===== src/rtl/bcd_alarm_pkg.sv =====
package bcd_alarm_pkg;
  parameter int ADDR_W     = 4;
  parameter int DATA_W     = 8;
  parameter int TIME_W     = 7;
  parameter int NUM_FIELDS = 6;
  parameter int ALARM_BASE = 8;
  parameter int CTRL_IDX   = 14;
  parameter int FLAG_BIT   = 0;
  parameter int IE_BIT     = 3;
  localparam int EN_BIT    = DATA_W - 1;

  typedef struct packed {
    logic [NUM_FIELDS-1:0] wrAlarm;
    logic                  wrCtrl;
    logic [NUM_FIELDS-1:0] rdAlarm;
    logic                  rdCtrl;
    logic [DATA_W-1:0]     data;
  } strobe_t;
endpackage


===== src/rtl/bcd_alarm_ctrl.sv =====
module bcd_alarm_ctrl
  import bcd_alarm_pkg::*;
(
  input  logic              clk,
  input  logic              rstN,
  input  logic              busWe,
  input  logic [ADDR_W-1:0] busAddr,
  input  logic [DATA_W-1:0] busWrData,
  output strobe_t           strb
);
  logic [NUM_FIELDS-1:0] hitAlarm;
  logic                  hitCtrl;

  for (genvar i = 0; i < NUM_FIELDS; i++) begin : g_dec
    assign hitAlarm[i] = (busAddr == ADDR_W'(ALARM_BASE + i));
  end
  assign hitCtrl = (busAddr == ADDR_W'(CTRL_IDX));

  always_comb begin
    strb.wrAlarm = hitAlarm & {NUM_FIELDS{busWe}};
    strb.wrCtrl  = hitCtrl & busWe;
    strb.rdAlarm = hitAlarm;
    strb.rdCtrl  = hitCtrl;
    strb.data    = busWrData;
  end

  AST_ONE_WRITE_TARGET: assert property (@(posedge clk) disable iff (!rstN)
    $onehot0({strb.wrAlarm, strb.wrCtrl}));
  AST_UNMAPPED_NO_WRITE: assert property (@(posedge clk) disable iff (!rstN)
    (busWe && (busAddr < ADDR_W'(ALARM_BASE) || busAddr > ADDR_W'(CTRL_IDX)))
      |-> ($countones({strb.wrAlarm, strb.wrCtrl}) == 0));
endmodule


===== src/rtl/bcd_alarm_dp.sv =====
module bcd_alarm_dp
  import bcd_alarm_pkg::*;
(
  input  logic              clk,
  input  logic              rstN,
  input  strobe_t           strb,
  input  logic              secTick,
  input  logic [TIME_W-1:0] curTime [NUM_FIELDS],
  output logic [DATA_W-1:0] rdData,
  output logic              alarmIrq
);
  logic [DATA_W-1:0]     almQ [NUM_FIELDS];
  logic [NUM_FIELDS-1:0] fieldEn;
  logic [NUM_FIELDS-1:0] fieldOk;
  logic                  match;
  logic                  flagQ;
  logic                  ieQ;
  logic                  clrReq;

  for (genvar i = 0; i < NUM_FIELDS; i++) begin : g_field
    always_ff @(posedge clk or negedge rstN) begin
      if (!rstN)                almQ[i] <= '0;
      else if (strb.wrAlarm[i]) almQ[i] <= strb.data;
    end
    assign fieldEn[i] = almQ[i][EN_BIT];
    assign fieldOk[i] = !fieldEn[i] || (almQ[i][TIME_W-1:0] == curTime[i]);
  end

  assign match  = (|fieldEn) && (&fieldOk);
  assign clrReq = strb.wrCtrl && !strb.data[FLAG_BIT];

  always_ff @(posedge clk or negedge rstN) begin
    if (!rstN)                 flagQ <= 1'b0;
    else if (secTick && match) flagQ <= 1'b1;
    else if (clrReq)           flagQ <= 1'b0;
  end

  always_ff @(posedge clk or negedge rstN) begin
    if (!rstN)            ieQ <= 1'b0;
    else if (strb.wrCtrl) ieQ <= strb.data[IE_BIT];
  end

  always_comb begin
    rdData = '0;
    for (int i = 0; i < NUM_FIELDS; i++)
      if (strb.rdAlarm[i]) rdData = almQ[i];
    if (strb.rdCtrl) begin
      rdData[FLAG_BIT] = flagQ;
      rdData[IE_BIT]   = ieQ;
    end
  end

  assign alarmIrq = flagQ & ieQ;

  AST_SET_ON_MATCH: assert property (@(posedge clk) disable iff (!rstN)
    (secTick && match) |=> flagQ);
  AST_NO_FIELD_NO_MATCH: assert property (@(posedge clk) disable iff (!rstN)
    (fieldEn == '0) |-> !match);
  AST_NO_TICK_NO_SET: assert property (@(posedge clk) disable iff (!rstN)
    (!flagQ && !secTick) |=> !flagQ);
  AST_FLAG_STICKY: assert property (@(posedge clk) disable iff (!rstN)
    (flagQ && !clrReq) |=> flagQ);
  AST_MATCH_BEATS_CLEAR: assert property (@(posedge clk) disable iff (!rstN)
    (clrReq && secTick && match) |=> flagQ);
  AST_IRQ_NEEDS_ENABLE: assert property (@(posedge clk) disable iff (!rstN)
    (!ieQ && !strb.wrCtrl) |=> !alarmIrq);
endmodule


===== src/rtl/bcd_alarm_unit.sv =====
module bcd_alarm_unit
  import bcd_alarm_pkg::*;
(
  input  logic              clk,
  input  logic              rstN,
  input  logic              busWe,
  input  logic [ADDR_W-1:0] busAddr,
  input  logic [DATA_W-1:0] busWrData,
  output logic [DATA_W-1:0] busRdData,
  input  logic              secTick,
  input  logic [TIME_W-1:0] curSec,
  input  logic [TIME_W-1:0] curMin,
  input  logic [TIME_W-1:0] curHour,
  input  logic [TIME_W-1:0] curWday,
  input  logic [TIME_W-1:0] curMday,
  input  logic [TIME_W-1:0] curMon,
  output logic              alarmIrq
);
  strobe_t           strb;
  logic [TIME_W-1:0] curTime [NUM_FIELDS];

  assign curTime[0] = curSec;
  assign curTime[1] = curMin;
  assign curTime[2] = curHour;
  assign curTime[3] = curWday;
  assign curTime[4] = curMday;
  assign curTime[5] = curMon;

  bcd_alarm_ctrl u_ctrl (
    .clk       (clk),
    .rstN      (rstN),
    .busWe     (busWe),
    .busAddr   (busAddr),
    .busWrData (busWrData),
    .strb      (strb)
  );

  bcd_alarm_dp u_dp (
    .clk      (clk),
    .rstN     (rstN),
    .strb     (strb),
    .secTick  (secTick),
    .curTime  (curTime),
    .rdData   (busRdData),
    .alarmIrq (alarmIrq)
  );
endmodule


===== config.mk =====
export PLATFORM = sky130hd
export DESIGN_NAME = bcd_alarm_unit
export DESIGN_NICKNAME = d
export VERILOG_FILES = /design/src/rtl/bcd_alarm_pkg.sv /design/src/rtl/bcd_alarm_ctrl.sv /design/src/rtl/bcd_alarm_dp.sv /design/src/rtl/bcd_alarm_unit.sv
export SDC_FILE = /design/constraint.sdc
export NUM_CORES = 1
export LEC_CHECK = 0
export ABC_AREA = 1
export BUFFER_PORTS_ARGS = -buffer_cell sky130_fd_sc_hd__buf_4
export CORE_ASPECT_RATIO = 0.6
export CORE_MARGIN = 2
export CORE_UTILIZATION = 33
export DETAILED_ROUTE_END_ITERATION = 8
export GPL_ROUTABILITY_DRIVEN = 0
export PLACE_DENSITY_LB_ADDON = 0.15
export SLEW_MARGIN = 10
export SYNTH_ARGS = -nofsm -noshare
export SYNTH_HDL_FRONTEND = slang
export SYNTH_SLANG_ARGS = --single-unit

===== constraint.sdc =====
create_clock -name clk -period 1.3 [get_ports clk]
set_input_delay 0 -clock clk [delete_from_list [all_inputs] [get_ports clk]]
set_output_delay 0 -clock clk [all_outputs]
set_load 0.1 [all_outputs]

* Word-level counts from Yosys, hierarchy flattened
Cells that the tools add are included.
W data, S select, Z words.
** Word-level totals
- Bits in registers :: 50
- Input bits :: 58
- Output and inout bits :: 9
- Word-level logic and storage cells :: 53
** Operators by class
- Bitwise operators :: 3
- Equality and inequality tests :: 13
- Multiplexer cells :: 10
- Reduce and logical (&&, ||, !) cells :: 19
** Operators by type and width (number)
- $mux W8 :: 6
- $eq A7 B7 Y1 :: 6
- $eq A4 B4 Y1 const B :: 7
- $logic_not A1 Y1 :: 7
- $and A6 B6 Y6 :: 1
- $logic_or A1 B1 Y1 :: 6
- $reduce_and A6 Y1 :: 1
- $reduce_or A6 Y1 :: 1
- $mux W1 :: 4
- $logic_and A1 B1 Y1 :: 3
- $and A1 B1 Y1 :: 2
- $reduce_bool A2 Y1 :: 1

* Longest topological paths before layout
- Word-level depth :: 8
- Mapped depth :: 11
- Depth with buffers taken out :: 11

* Hierarchy
Synthesis repeated with hierarchy kept, for this count alone.
** Unflattened totals
- Cells, all modules :: 497
- Area total of the unflattened synthesis :: 3230.6 µm²
** By module, submodules not included
- bcd_alarm_dp :: sequential area each 1251.2 µm², area each 3037.9 µm², cells an instance 456, times used 1
- bcd_alarm_ctrl :: sequential area each 0.0 µm², area each 192.7 µm², cells an instance 41, times used 1

* Worst setup path after synthesis
OpenSTA, ideal clock, no wires.
- Path type :: in2out
- Start point :: input port busAddr[1]
- End point :: output port busRdData[2]
- Setup slack :: -0.770 ns
- Required time :: 1.300 ns
- Buffers on the path :: 1
- Cell stages on the path :: 5
- Arrival :: 2.070 ns
- Cell sequence :: buf_2 nand2_1 nor2_2 inv_1 o2111ai_1
** Between the ends
- Longest elaborated chain between the ends :: 7
- Elaborated cells on any way between the ends :: 12
- Classes of those cells :: 6 x eq/ne; 6 x mux
** RTL lines
- start, declared :: RTL line bcd_alarm_unit.sv:7 : input logic [ADDR_W-1:0] busAddr,
- $eq A4 B4 Y1 :: RTL line bcd_alarm_ctrl.sv:15 : assign hitAlarm[i] = (busAddr == ADDR_W'(ALARM_BASE + i));
- $mux W8 (5 in series) :: RTL line bcd_alarm_dp.sv:46 : if (strb.rdAlarm[i]) rdData = almQ[i];
- $mux W8 (*) :: RTL line bcd_alarm_dp.sv:46
- end, declared :: RTL line bcd_alarm_unit.sv:9 : output logic [DATA_W-1:0] busRdData,
Mark *: on every way between the ends. The rest lies on a longest branch, timed or not.

* Final worst setup path
- Start point :: register u_dp.almQ[32] (netlist bit)
- End point :: output port busRdData[0]
** Between the ends
- Longest elaborated chain between the ends :: 6
** RTL lines
- start, declared :: RTL line bcd_alarm_dp.sv:12 : logic [DATA_W-1:0] almQ [NUM_FIELDS];
- start signal, assigned by index :: RTL line bcd_alarm_dp.sv:23 : else if (strb.wrAlarm[i]) almQ[i] <= strb.data;
- $mux W8 (5 in series) :: RTL line bcd_alarm_dp.sv:46
- $mux W1 :: RTL line bcd_alarm_dp.sv:47 : if (strb.rdCtrl) begin
Every way passes these cells.

==> reports/results.ini <==
[cts]
cts_tree = yes
h-tree-depth = 2
clock-sinks = 50
cts_max_path_buffers = 2
numCtsBuffers = 5
clkTransAtPathRegs_ps = 70
clkLatencyLatePin_ps = 290
cts-root-buf = clkbuf_16

[hold_path]
hp-class = input pin to flip-flop

[timing]
final_max_slew_viol_count = 0
rsz0062_at_grt = true
finalCriticalPeriod_ps = 1500
final.setup.worst_slack_ps = -200
worst_slew_pin_slew_ps = 673
whs_ps = 18.9
fin_worst_skew_ps = 2.87
fin_crit_sh_pct = 115
finalHoldViolCount = 0
max_clock_freq_mhz = 667
max_slew_margin_pct = 55.1
setup_viol = 9

[yosys]
synthSimpleGateAreaFrac_pct = 29.4
synth_mux_area_share_pct = 0
yosysSeqAreaShare_pct = 41.4
synth-compound-area-share_pct = 14.2
yosysUniqueCellTypes = 24
synth_xor_area_share_pct = 5.22
synth_nets = 487
synth_cells = 429
ys_ff_latch = 50
synthAdderAreaFrac_pct = 0
yosysWarnings = 0
avgSynthCellArea_um2 = 7.05
syn_area_mm2 = 0.00302
synth_top_family_by_area = simple AND/OR/NAND/NOR gates

[power_and_ir_drop]
p_clk_share_pct = 24.2
power_mw = 5.60
leakage_nw = 2.29
pwr-share-comb_pct = 37.2
power_switching_mw = 2.02
cellPowerDensity_mw_per_mm2 = 1280
seqPwrFrac_pct = 38.6
peakVddDrop_mv = 0.518
swShare_pct = 36.0
internal-power_mw = 3.58

[die]
io_pins = 67
dieArea_mm2 = 0.00997
core_area_mm2 = 0.00869
rows = 26
start_util_pct = 34.8
die_y_um = 78.1
die_w_um = 128

[placement]
postPlaceCellArea_mm2 = 0.00395
pre_cts_ws_ps = 2.57
dp_hpwl_um = 7190
numPortBuffers = 66

[setup_path]
slowest_delay_ps = 400
cp_top_family = flip-flops
critPathArrivalTime_ps = 1500
slowest_stage = dfrtp_1
required_ps = 1300
crit_fanout = 2
startpoint_type = flip-flop
path_buf_inv = 2
end_kind = output pin
critical_path_class = flip-flop to output pin
cp_cell_sequence = buf_6 > nand2_4 > o211ai_1 > a21oi_1 > nand4_1 > buf_8

[detailed_routing]
dr_total_vias = 3000
firstDrtPassIters = 4
drc = 0
ant_nets = 0
routedWlPerCell_um = 14.7
viasPerCell = 4.62
routed_wl_um = 9510
drt_iter0_drc = 206

[final_layout]
multi_input_area_mm2 = 0.00163
fill_cells = 864
layout-drive-gt1-share_pct = 31.5
ff_latch_area_mm2 = 0.00125
diodes = 0
area_growth_pct = 44.5
final_common_cell = nand2_1
nNetsFinal = 594
final_util_pct = 50.3
final_cell_mix = 165 x nand2_1, 91 x buf_4, 52 x inv_1, 50 x dfrtp_1, 43 x o21ai_0
stdcell_area_mm2 = 0.00437

[global_route]
grt_pass1_vias = 2792
grt_pass1_wl_um = 14900
grt_overflow_total = 0
globalRouteTotalUtil_pct = 19.8
antenna_found_initial = 0
grt_max_degree = 51

[run_status]
status = finished with violations
violations = negative setup slack

[run]
cap_viol_max_count = 0

==> worst register-to-register path, delay by kind of cell (launching register included) <==
kind	cells	cell delay (ps)
AOI/OAI and AO/OA	1	160
and+or+nand+nor	8	560
DFF	1	400
buffers and inverters	1	150
==> through the flow <==
step / setup TNS, ps / std cells
floorplan: -842 / 429
global placement: 0 / 630
finish: -832 / 649
detailed placement: 0 / 630
global route: -1350 / 649
CTS: -1150 / 651
==> area by class of cell <==
| class | count | area share (%) |
|---|---|---|
| clock buffer | 7 | 3.27 |
| tap | 112 | 3.21 |
| inverter | 65 | 5.59 |
| multi-input combinational | 307 | 37.4 |
| clock inverter | 1 | 0.115 |
| timing repair buffer | 107 | 21.8 |
| sequential | 50 | 28.7 |
==> synth_stat cells <==
library cell / n / area share (%)
buf_6: 3 / 1.1
nor2_2: 2 / 0.41
nor3_4: 2 / 1.1
nand3_1: 6 / 0.99
xnor2_1: 12 / 3.5
nand2_2: 4 / 0.83
xor2_1: 6 / 1.7
nand4_1: 3 / 0.62
a21oi_1: 7 / 1.2
buf_2: 4 / 0.66
o21bai_1: 2 / 0.50
nor2_1: 26 / 3.2
inv_2: 2 / 0.25
o21ai_0: 46 / 7.6
inv_1: 63 / 7.8
o211ai_1: 2 / 0.50
o2111ai_1: 4 / 1.2
o221ai_1: 1 / 0.29
nor2_4: 1 / 0.37
nand2_4: 2 / 0.74
nand2_1: 170 / 21
o22ai_1: 3 / 0.62
dfrtp_1: 50 / 41
o21ai_2: 8 / 2.3
==> metal layers <==
layer	wire length, µm	vias to the layer above	share of wire [%]	global-route usage [%]
met5	0	-	0	0
met4	17	0	0.18	2.64
met3	677	2	7.1	3.68
met2	3780	73	40	27.9
met1	5030	1376	53	31.7
li1	-	1549	-	-
==> flip-flops by register name, indices dropped and copies added (netlist names) <==
register	cells
u_dp.ieQ	1
u_dp.almQ	48
u_dp.flagQ	1
==> power groups by stage <==
stage | sequential [mW] | combinational, mW | clock, mW
6_report | 2.16 | 2.08 | 1.35
5_1_grt | 2.20 | 2.29 | 1.44
3_3_place_gp | 2.17 | 1.79 | 0
2_1_floorplan | 2.12 | 1.10 | 0
4_1_cts | 2.15 | 2.05 | 1.38
3_5_place_dp | 2.18 | 1.81 | 0
==> final timing paths <==
| check | end | slack (ps) | cells past startpoint | from |
|---|---|---|---|---|
| setup / recovery | busRdData[0] | -200 | 6 | u_dp.almQ[32] |
| hold / removal | u_dp.flagQ | 20 | 3 | busWrData[0] |
| setup reg to reg | u_dp.flagQ | -30 | 10 | u_dp.almQ[32] |
| hold reg to reg | u_dp.almQ[23] | 490 | 2 | u_dp.almQ[23] |
| max in group asynchronous | u_dp.almQ[41] | 560 | 2 | rstN |
| min in group asynchronous | u_dp.almQ[36] | 280 | 2 | rstN |
==> kinds of logic after synthesis <==
group	count (synthesis)
compound gates	73
xor+xnor	18
buf+inv	72
flops	50
simple gates	216
==> what timing repair did <==
item | CTS | global route
endpoints found under the hold margin | 50 | 0
hold buffers | 1 | 0
gates resized for setup | 37 | 21
buffers inserted | 12 | 2
setup endpoints to repair | 9 | 9
pin swaps | 13 | 17
cloned | 0 | 0
No activity file was read; power rests on OpenSTA's default activity.
